File: config.mk
export PLATFORM = sky130hd
export DESIGN_NAME = ctx_sched
export DESIGN_NICKNAME = d
export VERILOG_FILES = /design/src/rtl/ctx_sched_pkg.sv /design/src/rtl/ctx_id_fifo.sv /design/src/rtl/ctx_free_finder.sv /design/src/rtl/ctx_sched.sv
export SDC_FILE = /design/constraint.sdc
export NUM_CORES = 1
export LEC_CHECK = 0
export BUFFER_PORTS_ARGS = -buffer_cell sky130_fd_sc_hd__buf_2
export CAP_MARGIN = 10
export CELL_PAD_IN_SITES_DETAIL_PLACEMENT = 1
export CELL_PAD_IN_SITES_GLOBAL_PLACEMENT = 1
export CORE_MARGIN = 2
export CORE_UTILIZATION = 45
export DETAILED_ROUTE_END_ITERATION = 10
export PLACE_DENSITY_LB_ADDON = 0.3
export SLEW_MARGIN = 20
export SYNTH_ARGS = -nofsm -noshare
export SYNTH_HDL_FRONTEND = slang
export SYNTH_SLANG_ARGS = --single-unit
export TNS_END_PERCENT = 1
File: constraint.sdc
create_clock -name clk -period 3.9 [get_ports clk]
set_input_delay 0.39 -clock clk [delete_from_list [all_inputs] [get_ports clk]]
set_output_delay 0.39 -clock clk [all_outputs]
set_load 0.005 [all_outputs]
File: src/rtl/ctx_sched_pkg.sv
package ctx_sched_pkg;
  typedef enum logic [1:0] {
    ST_FREE  = 2'b00,
    ST_RUN   = 2'b01,
    ST_READY = 2'b10,
    ST_HALT  = 2'b11
  } slot_st_e;

  typedef enum logic [2:0] {
    OP_NOP    = 3'd0,
    OP_YIELD  = 3'd1,
    OP_HALT   = 3'd2,
    OP_FREE   = 3'd3,
    OP_NEW    = 3'd4,
    OP_RESUME = 3'd5,
    OP_STATE  = 3'd6,
    OP_COUNT  = 3'd7
  } sched_op_e;
endpackage

File: src/rtl/ctx_id_fifo.sv
module ctx_id_fifo #(
  parameter int DEPTH = 32,
  parameter int ID_W  = 5,
  localparam int PTR_W = (DEPTH > 1) ? $clog2(DEPTH) : 1,
  localparam int CNT_W = $clog2(DEPTH + 1)
) (
  input  logic             clk,
  input  logic             rst_n,
  input  logic             clr,
  input  logic             push,
  input  logic [ID_W-1:0]  push_id,
  input  logic             pop,
  output logic [ID_W-1:0]  head_id,
  output logic [CNT_W-1:0] count,
  output logic             empty
);
  logic [ID_W-1:0]  mem_q [DEPTH];
  logic [PTR_W-1:0] rd_q, rd_d, wr_q, wr_d;
  logic [CNT_W-1:0] cnt_q, cnt_d;
  logic             cnt_en;

  function automatic logic [PTR_W-1:0] bump(input logic [PTR_W-1:0] p);
    return (p == PTR_W'(DEPTH - 1)) ? '0 : p + 1'b1;
  endfunction

  always_comb begin
    rd_d  = rd_q;
    wr_d  = wr_q;
    cnt_d = cnt_q;
    if (clr) begin
      rd_d  = '0;
      wr_d  = '0;
      cnt_d = '0;
    end else begin
      if (push) wr_d = bump(wr_q);
      if (pop)  rd_d = bump(rd_q);
      if (push && !pop)      cnt_d = cnt_q + 1'b1;
      else if (pop && !push) cnt_d = cnt_q - 1'b1;
    end
  end

  assign cnt_en = clr || push || pop;

  always_ff @(posedge clk or negedge rst_n) begin
    if (!rst_n) begin
      rd_q  <= '0;
      wr_q  <= '0;
      cnt_q <= '0;
    end else if (cnt_en) begin
      rd_q  <= rd_d;
      wr_q  <= wr_d;
      cnt_q <= cnt_d;
    end
  end

  always_ff @(posedge clk) begin
    if (push && !clr) mem_q[wr_q] <= push_id;
  end

  assign head_id = mem_q[rd_q];
  assign count   = cnt_q;
  assign empty   = (cnt_q == '0);

  a_r11_no_overflow: assert property (@(posedge clk) disable iff (!rst_n)
    (push && !pop && !clr) |-> (cnt_q < CNT_W'(DEPTH)));
  a_r11_no_underflow: assert property (@(posedge clk) disable iff (!rst_n)
    (pop && !clr) |-> (cnt_q != '0));
endmodule

File: src/rtl/ctx_free_finder.sv
module ctx_free_finder #(
  parameter int N    = 32,
  parameter int ID_W = 5
) (
  input  logic [N-1:0]    free_vec,
  output logic            found,
  output logic [ID_W-1:0] idx
);
  always_comb begin
    found = 1'b0;
    idx   = '0;
    for (int i = N - 1; i >= 0; i--) begin
      if (free_vec[i]) begin
        found = 1'b1;
        idx   = ID_W'(i);
      end
    end
  end
endmodule

File: src/rtl/ctx_sched.sv
module ctx_sched
  import ctx_sched_pkg::*;
#(
  parameter int NUM_SLOTS = 32,
  parameter int RES_W     = 8,
  localparam int ID_W  = (NUM_SLOTS > 1) ? $clog2(NUM_SLOTS) : 1,
  localparam int CNT_W = $clog2(NUM_SLOTS + 1)
) (
  input  logic             clk,
  input  logic             rst_n,
  input  logic [2:0]       cmd,
  input  logic [RES_W-1:0] cmd_arg,
  input  logic             pool_clr,
  output logic [ID_W-1:0]  run_id,
  output logic             idle,
  output logic             res_valid,
  output logic [RES_W-1:0] res_data
);
  sched_op_e        op;
  slot_st_e         st_q [NUM_SLOTS];
  slot_st_e         st_d [NUM_SLOTS];
  logic [ID_W-1:0]  run_q, run_d;
  logic             idle_q, idle_d;
  logic             resv_q, resv_d;
  logic [RES_W-1:0] res_q, res_d;
  logic [NUM_SLOTS-1:0] free_vec;
  logic             free_found;
  logic [ID_W-1:0]  free_idx;
  logic             push, pop;
  logic [ID_W-1:0]  push_id, q_head;
  logic [CNT_W-1:0] q_count;
  logic             q_empty;
  logic             arg_ok;
  logic [ID_W-1:0]  arg_id;
  slot_st_e         arg_st;
  logic             tbl_en;

  assign op     = sched_op_e'(cmd);
  assign arg_ok = (cmd_arg < RES_W'(NUM_SLOTS));
  assign arg_id = cmd_arg[ID_W-1:0];
  assign arg_st = arg_ok ? st_q[arg_id] : ST_FREE;

  for (genvar g = 0; g < NUM_SLOTS; g++) begin : g_free
    assign free_vec[g] = (st_q[g] == ST_FREE);
  end

  ctx_free_finder #(.N(NUM_SLOTS), .ID_W(ID_W)) u_find (
    .free_vec (free_vec),
    .found    (free_found),
    .idx      (free_idx)
  );

  ctx_id_fifo #(.DEPTH(NUM_SLOTS), .ID_W(ID_W)) u_rdyq (
    .clk     (clk),
    .rst_n   (rst_n),
    .clr     (pool_clr),
    .push    (push),
    .push_id (push_id),
    .pop     (pop),
    .head_id (q_head),
    .count   (q_count),
    .empty   (q_empty)
  );

  // Next-state: dispatch first, then the pool commands that enqueue.
  always_comb begin
    st_d    = st_q;
    run_d   = run_q;
    idle_d  = idle_q;
    push    = 1'b0;
    push_id = '0;
    pop     = 1'b0;
    res_d   = '0;
    resv_d  = 1'b0;
    if (pool_clr) begin
      for (int i = 0; i < NUM_SLOTS; i++) st_d[i] = ST_FREE;
      idle_d = 1'b1;
    end else begin
      if (!idle_q) begin
        case (op)
          OP_YIELD: begin
            if (!q_empty) begin
              push          = 1'b1;
              push_id       = run_q;
              pop           = 1'b1;
              st_d[run_q]   = ST_READY;
              st_d[q_head]  = ST_RUN;
              run_d         = q_head;
            end
          end
          OP_HALT, OP_FREE: begin
            st_d[run_q] = (op == OP_HALT) ? ST_HALT : ST_FREE;
            if (!q_empty) begin
              pop          = 1'b1;
              st_d[q_head] = ST_RUN;
              run_d        = q_head;
            end else begin
              idle_d = 1'b1;
            end
          end
          default: ;
        endcase
      end else if (!q_empty) begin
        pop          = 1'b1;
        st_d[q_head] = ST_RUN;
        run_d        = q_head;
        idle_d       = 1'b0;
      end

      case (op)
        OP_NEW: begin
          resv_d = 1'b1;
          if (free_found) begin
            st_d[free_idx] = ST_READY;
            push           = 1'b1;
            push_id        = free_idx;
            res_d          = RES_W'(free_idx);
          end else begin
            res_d = '1;
          end
        end
        OP_RESUME: begin
          if (arg_ok && arg_st == ST_HALT) begin
            st_d[arg_id] = ST_READY;
            push         = 1'b1;
            push_id      = arg_id;
          end
        end
        OP_STATE: begin
          resv_d = 1'b1;
          res_d  = arg_ok ? RES_W'(arg_st) : '1;
        end
        OP_COUNT: begin
          resv_d = 1'b1;
          res_d  = RES_W'(q_count);
        end
        default: ;
      endcase
    end
  end

  assign tbl_en = pool_clr || (op != OP_NOP) || (idle_q && !q_empty);

  always_ff @(posedge clk or negedge rst_n) begin
    if (!rst_n) begin
      for (int i = 0; i < NUM_SLOTS; i++) st_q[i] <= (i == 0) ? ST_RUN : ST_FREE;
      run_q  <= '0;
      idle_q <= 1'b0;
    end else if (tbl_en) begin
      st_q   <= st_d;
      run_q  <= run_d;
      idle_q <= idle_d;
    end
  end

  always_ff @(posedge clk or negedge rst_n) begin
    if (!rst_n) begin
      resv_q <= 1'b0;
      res_q  <= '0;
    end else begin
      resv_q <= resv_d;
      res_q  <= res_d;
    end
  end

  assign run_id    = run_q;
  assign idle      = idle_q;
  assign res_valid = resv_q;
  assign res_data  = res_q;

  // whenever the core is owned, the table agrees with the owner
  a_r1_owner_running: assert property (@(posedge clk) disable iff (!rst_n)
    !idle_q |-> (st_q[run_q] == ST_RUN));
  a_r3_full_keeps_queue: assert property (@(posedge clk) disable iff (!rst_n)
    (op == OP_NEW && !free_found && !pool_clr && !idle_q) |=> $stable(q_count));
  a_r4_lone_yield: assert property (@(posedge clk) disable iff (!rst_n)
    (!idle_q && op == OP_YIELD && q_empty && !pool_clr) |=> (!idle_q && $stable(run_q)));
  a_r5_halt_to_idle: assert property (@(posedge clk) disable iff (!rst_n)
    (!idle_q && op == OP_HALT && q_empty && !pool_clr) |=> idle_q);
  a_r9_wake_from_idle: assert property (@(posedge clk) disable iff (!rst_n)
    (idle_q && !q_empty && !pool_clr) |=> !idle_q);
  a_r10_clear: assert property (@(posedge clk) disable iff (!rst_n)
    pool_clr |=> (idle_q && q_empty));
  a_r2_result_pulse: assert property (@(posedge clk) disable iff (!rst_n)
    (op == OP_NOP || pool_clr) |=> !resv_q);
endmodule

==> summary.md <==
| Metric | Value |
|---|---|
| Run status | complete, no violations |
| Launching point of the worst reg2reg path | st_q[16] |
| P&R area growth vs syn | 13.6% |
| Largest net degree at the start of global routing | between 50 and 60 |
| Clk sink count | around 250 |
| Maximum fanout along the worst path | 10 |
| Final worst-path cycle share | 0.945 |
| Final worst setup slack | between 0.2 and 0.25 ns |
| Initial antenna violation count | 1 |
| Total Routing Usage GR | 0.372 |
| Fmax achieved | around 270 MHz |
| Reg clk slew, reported paths | about 0.070 ns |
| Top sig layer | met5 |
| Post-synth EDFFs | 160 |
| Most frequent cells in the layout | nor2_1, edfxtp_1, nand2_1 |
| Core area | between 30000 and 40000 µm² |
| Ports | 29 |
| FP Rows | between 60 and 70 |
| RSZ-0062 raised after global routing | false |
| CP endpoint kind | flop |
| Overall power | about 10000 µW |
| Main area contributors after synthesis | edfxtp_1, dfrtp_1, mux2i_1 |
| CP startpoint | st_q[16] |
| Die X | 189 µm |
| Post-DP HPWL | approximately 47 mm |
| Global-route wire length before repair | approximately 98 mm |
| Cell Area, Synth | around 15000 µm² |
| Residual DRC count | 0 |
| Fin util | 0.521 |
| Port bufs | 28 |
| Post-route antenna net violation count | 0 |
| Area share of the largest cell type after synthesis | 0.311 |
| Initial Utilization | 0.459 |
| Post-layout min period | between 3 and 4 ns |
| Cell leakage power | 0.00627 µW |
| Flop-to-flop setup slack | about 0.21 ns |
| Worst Setup Start Kind | flop |
| Crit path to | st_q[12] |
| Clk Latency, worst-skew pair | 0.59 ns |
| Finished Layout Cells | between 2000 and 2500 |
| Drt total wl | about 67 mm |
| CP required | 4.36 ns |
| Via density | approximately 7.2 |
| Reg-to-Reg End | st_q[12] |
| Vias in the first global route | between 10000 and 15000 |
| Worst Max-Slew Pin Slew | between 0.9 and 1 ns |
| Met3 wire length | around 8.2 mm |
| DRT Pass-1 Iters | 5 |
| Cells after synthesis | 1560 |
| Pwr/cell area | between 500 and 600 nW/µm² |
| Remaining global-route overflow | 0 |
| Yosys cell types | between 90 and 100 |
| Layout cells sized above 1 | 0.163 |
| Post-synth top area cell | edfxtp_1 |
| Clk_skew | 0.0282 ns |
| Max Cap Viol | 0 |
| Gpl congestion | between 1 and 1.5 |
| CTS root buf | clkbuf_16 |
| Placed cells | 2033 |
| YS warnings | 0 |
| Worst hold path type | in -> reg |
| Number of cells on the worst reg-to-reg path | 9 |
| Syn_nets | roughly 1600 |
| Vias | ~15000 |
| Post-DR wirelength/cell | 32.1 µm |
| Die outline height | ~190 µm |
| Top FF cell, synth | edfxtp_1 |
| CTS tree | built |
| Setup-failing EPs final | 0 |
| Slew Limit Headroom | 0.330 |
| Hold depth | 3 |
| Footprint of the multi-input gates | ~7700 µm² |
| Max clock buf depth | 3 |
| Async SR Flop Fraction | 0.370 |
| Fillers | roughly 3800 |
| Sequential cell area | 7170 µm² |
| Total CTS buffers | 28 |
| Crit Path Class | reg -> reg |
| Metal2 WL | roughly 28 mm |
| IR drop worst, VDD | around 0.41 mV |
| Metal1 wirelength | approximately 27 mm |
| H-Tree Depth | 1 |
| Sequential element share of the synthesized area | 0.463 |
| Nets | between 1500 and 2000 |
| Initial drt markers | roughly 2200 |
| Yosys reg bits | approximately 250 |
| Max Transition Viols Final | 0 |
| CP arrival | roughly 4.1 ns |
| Worst Setup Slack post-DPL | -0.105 ns |
| Final Hold Vio Count | 0 |
| Die Footprint | roughly 36000 µm² |
| Average size of a mapped cell | 9.92 µm² |
-- per-stage QoR --
stage | area [µm²] | hold WS (ns) | TNS (ns)
global route | 17600 | 0.212 | 0
global placement | 16500 | 0.492 | -0.0138
finish | 17600 | 0.169 | 0
floorplan | 15500 | 0.0944 | 0
detailed placement | 16500 | 0.499 | -0.105
CTS | 17500 | 0.168 | 0
-- worst min path at each step --
stage | from | end | slack, ns
after global placement | rst_n | st_q[11] | 0.49
after detailed placement | rst_n | st_q[9] | 0.50
after global routing | cmd[1] | res_data[4] | 0.21
final | cmd[1] | res_data[4] | 0.17
after floorplan | rst_n | idle | 0.09
after CTS | cmd[1] | res_data[4] | 0.17
-- synth_stat cells (14+ instances only) --
library cell,instances
nand2b_1,15
a21oi_1,89
o21ai_0,119
o31ai_1,15
and2_1,14
clkbuf_1,72
mux4_2,24
nor2b_1,16
a211oi_1,16
dfrtp_1,93
nand3_1,34
buf_2,17
nand2_1,145
edfxtp_1,160
a31oi_1,38
nor3_1,20
nor4_1,18
o22ai_1,69
a22oi_1,26
inv_1,20
mux2i_1,67
nand3b_1,15
nor2_1,165
-- sequential cells by signal, summed over array words and instances, names as in the netlist --
name and cells:
st_q 64, u_rdyq.wr_q 5, run_id 5, u_rdyq.rd_q 5
res_valid 1, res_data 7, u_rdyq.count 6, idle 1
u_rdyq.mem_q 160
-- worst max-delay path: stages (launching register included) --
cell and delay (ns):
dfrtp_1 0.48, nor2_1 0.23, o32a_1 0.17, o221ai_1 0.16, o2111a_1 0.36, nor3_1 0.82, nand2_1 0.53, or3_1 0.48
a21oi_1 0.22, o31ai_1 0.11
-- where the power goes --
group | internal [µW] | switching (µW) | total, µW
clock network | 1770 | 1170 | 2940
registers | 3020 | 529 | 3550
logic | 1340 | 2520 | 3870
total | 6130 | 4220 | 10400
-- metal layers --
metal,GRT usage,vias to the layer above
li1,-,6165
met1,0.522,7542
met2,0.547,1064
met3,0.0862,232
met4,0.168,2
met5,0.0151,-
-- cell families after synthesis --
kind of cell,after synthesis,synth area share
multiplexers,100,0.0852
adder cells (fa/ha/maj),12,0.0102
AND/OR/NAND/NOR,522,0.167
XOR/XNOR,6,0.00388
buffers and inverters,130,0.0400
flip-flops,254,0.463
AO/OA/AOI/OAI,536,0.231
-- area by class of cell --
| type | count | share of cell area |
|---|---|---|
| Timing Repair Buffer | 135 | 0.0568 |
| Antenna cell | 1 | 0.000142 |
| Tap cell | 448 | 0.0319 |
| Inverter | 21 | 0.00449 |
| Clock buffer | 37 | 0.0435 |
| Sequential cell | 254 | 0.408 |
| Multi-Input combinational cell | 1176 | 0.441 |
| Clock inverter | 15 | 0.0139 |
-- repair_timing --
| item | CTS | global route |
|---|---|---|
| hold buffers | 1 | 0 |
| endpoints found under the setup margin | 0 | 4 |
| setup buffers | 0 | 0 |
| gates resized for setup | 0 | 8 |
| hold endpoints to repair | 44 | 0 |
(Power assumes the default switching activity.)
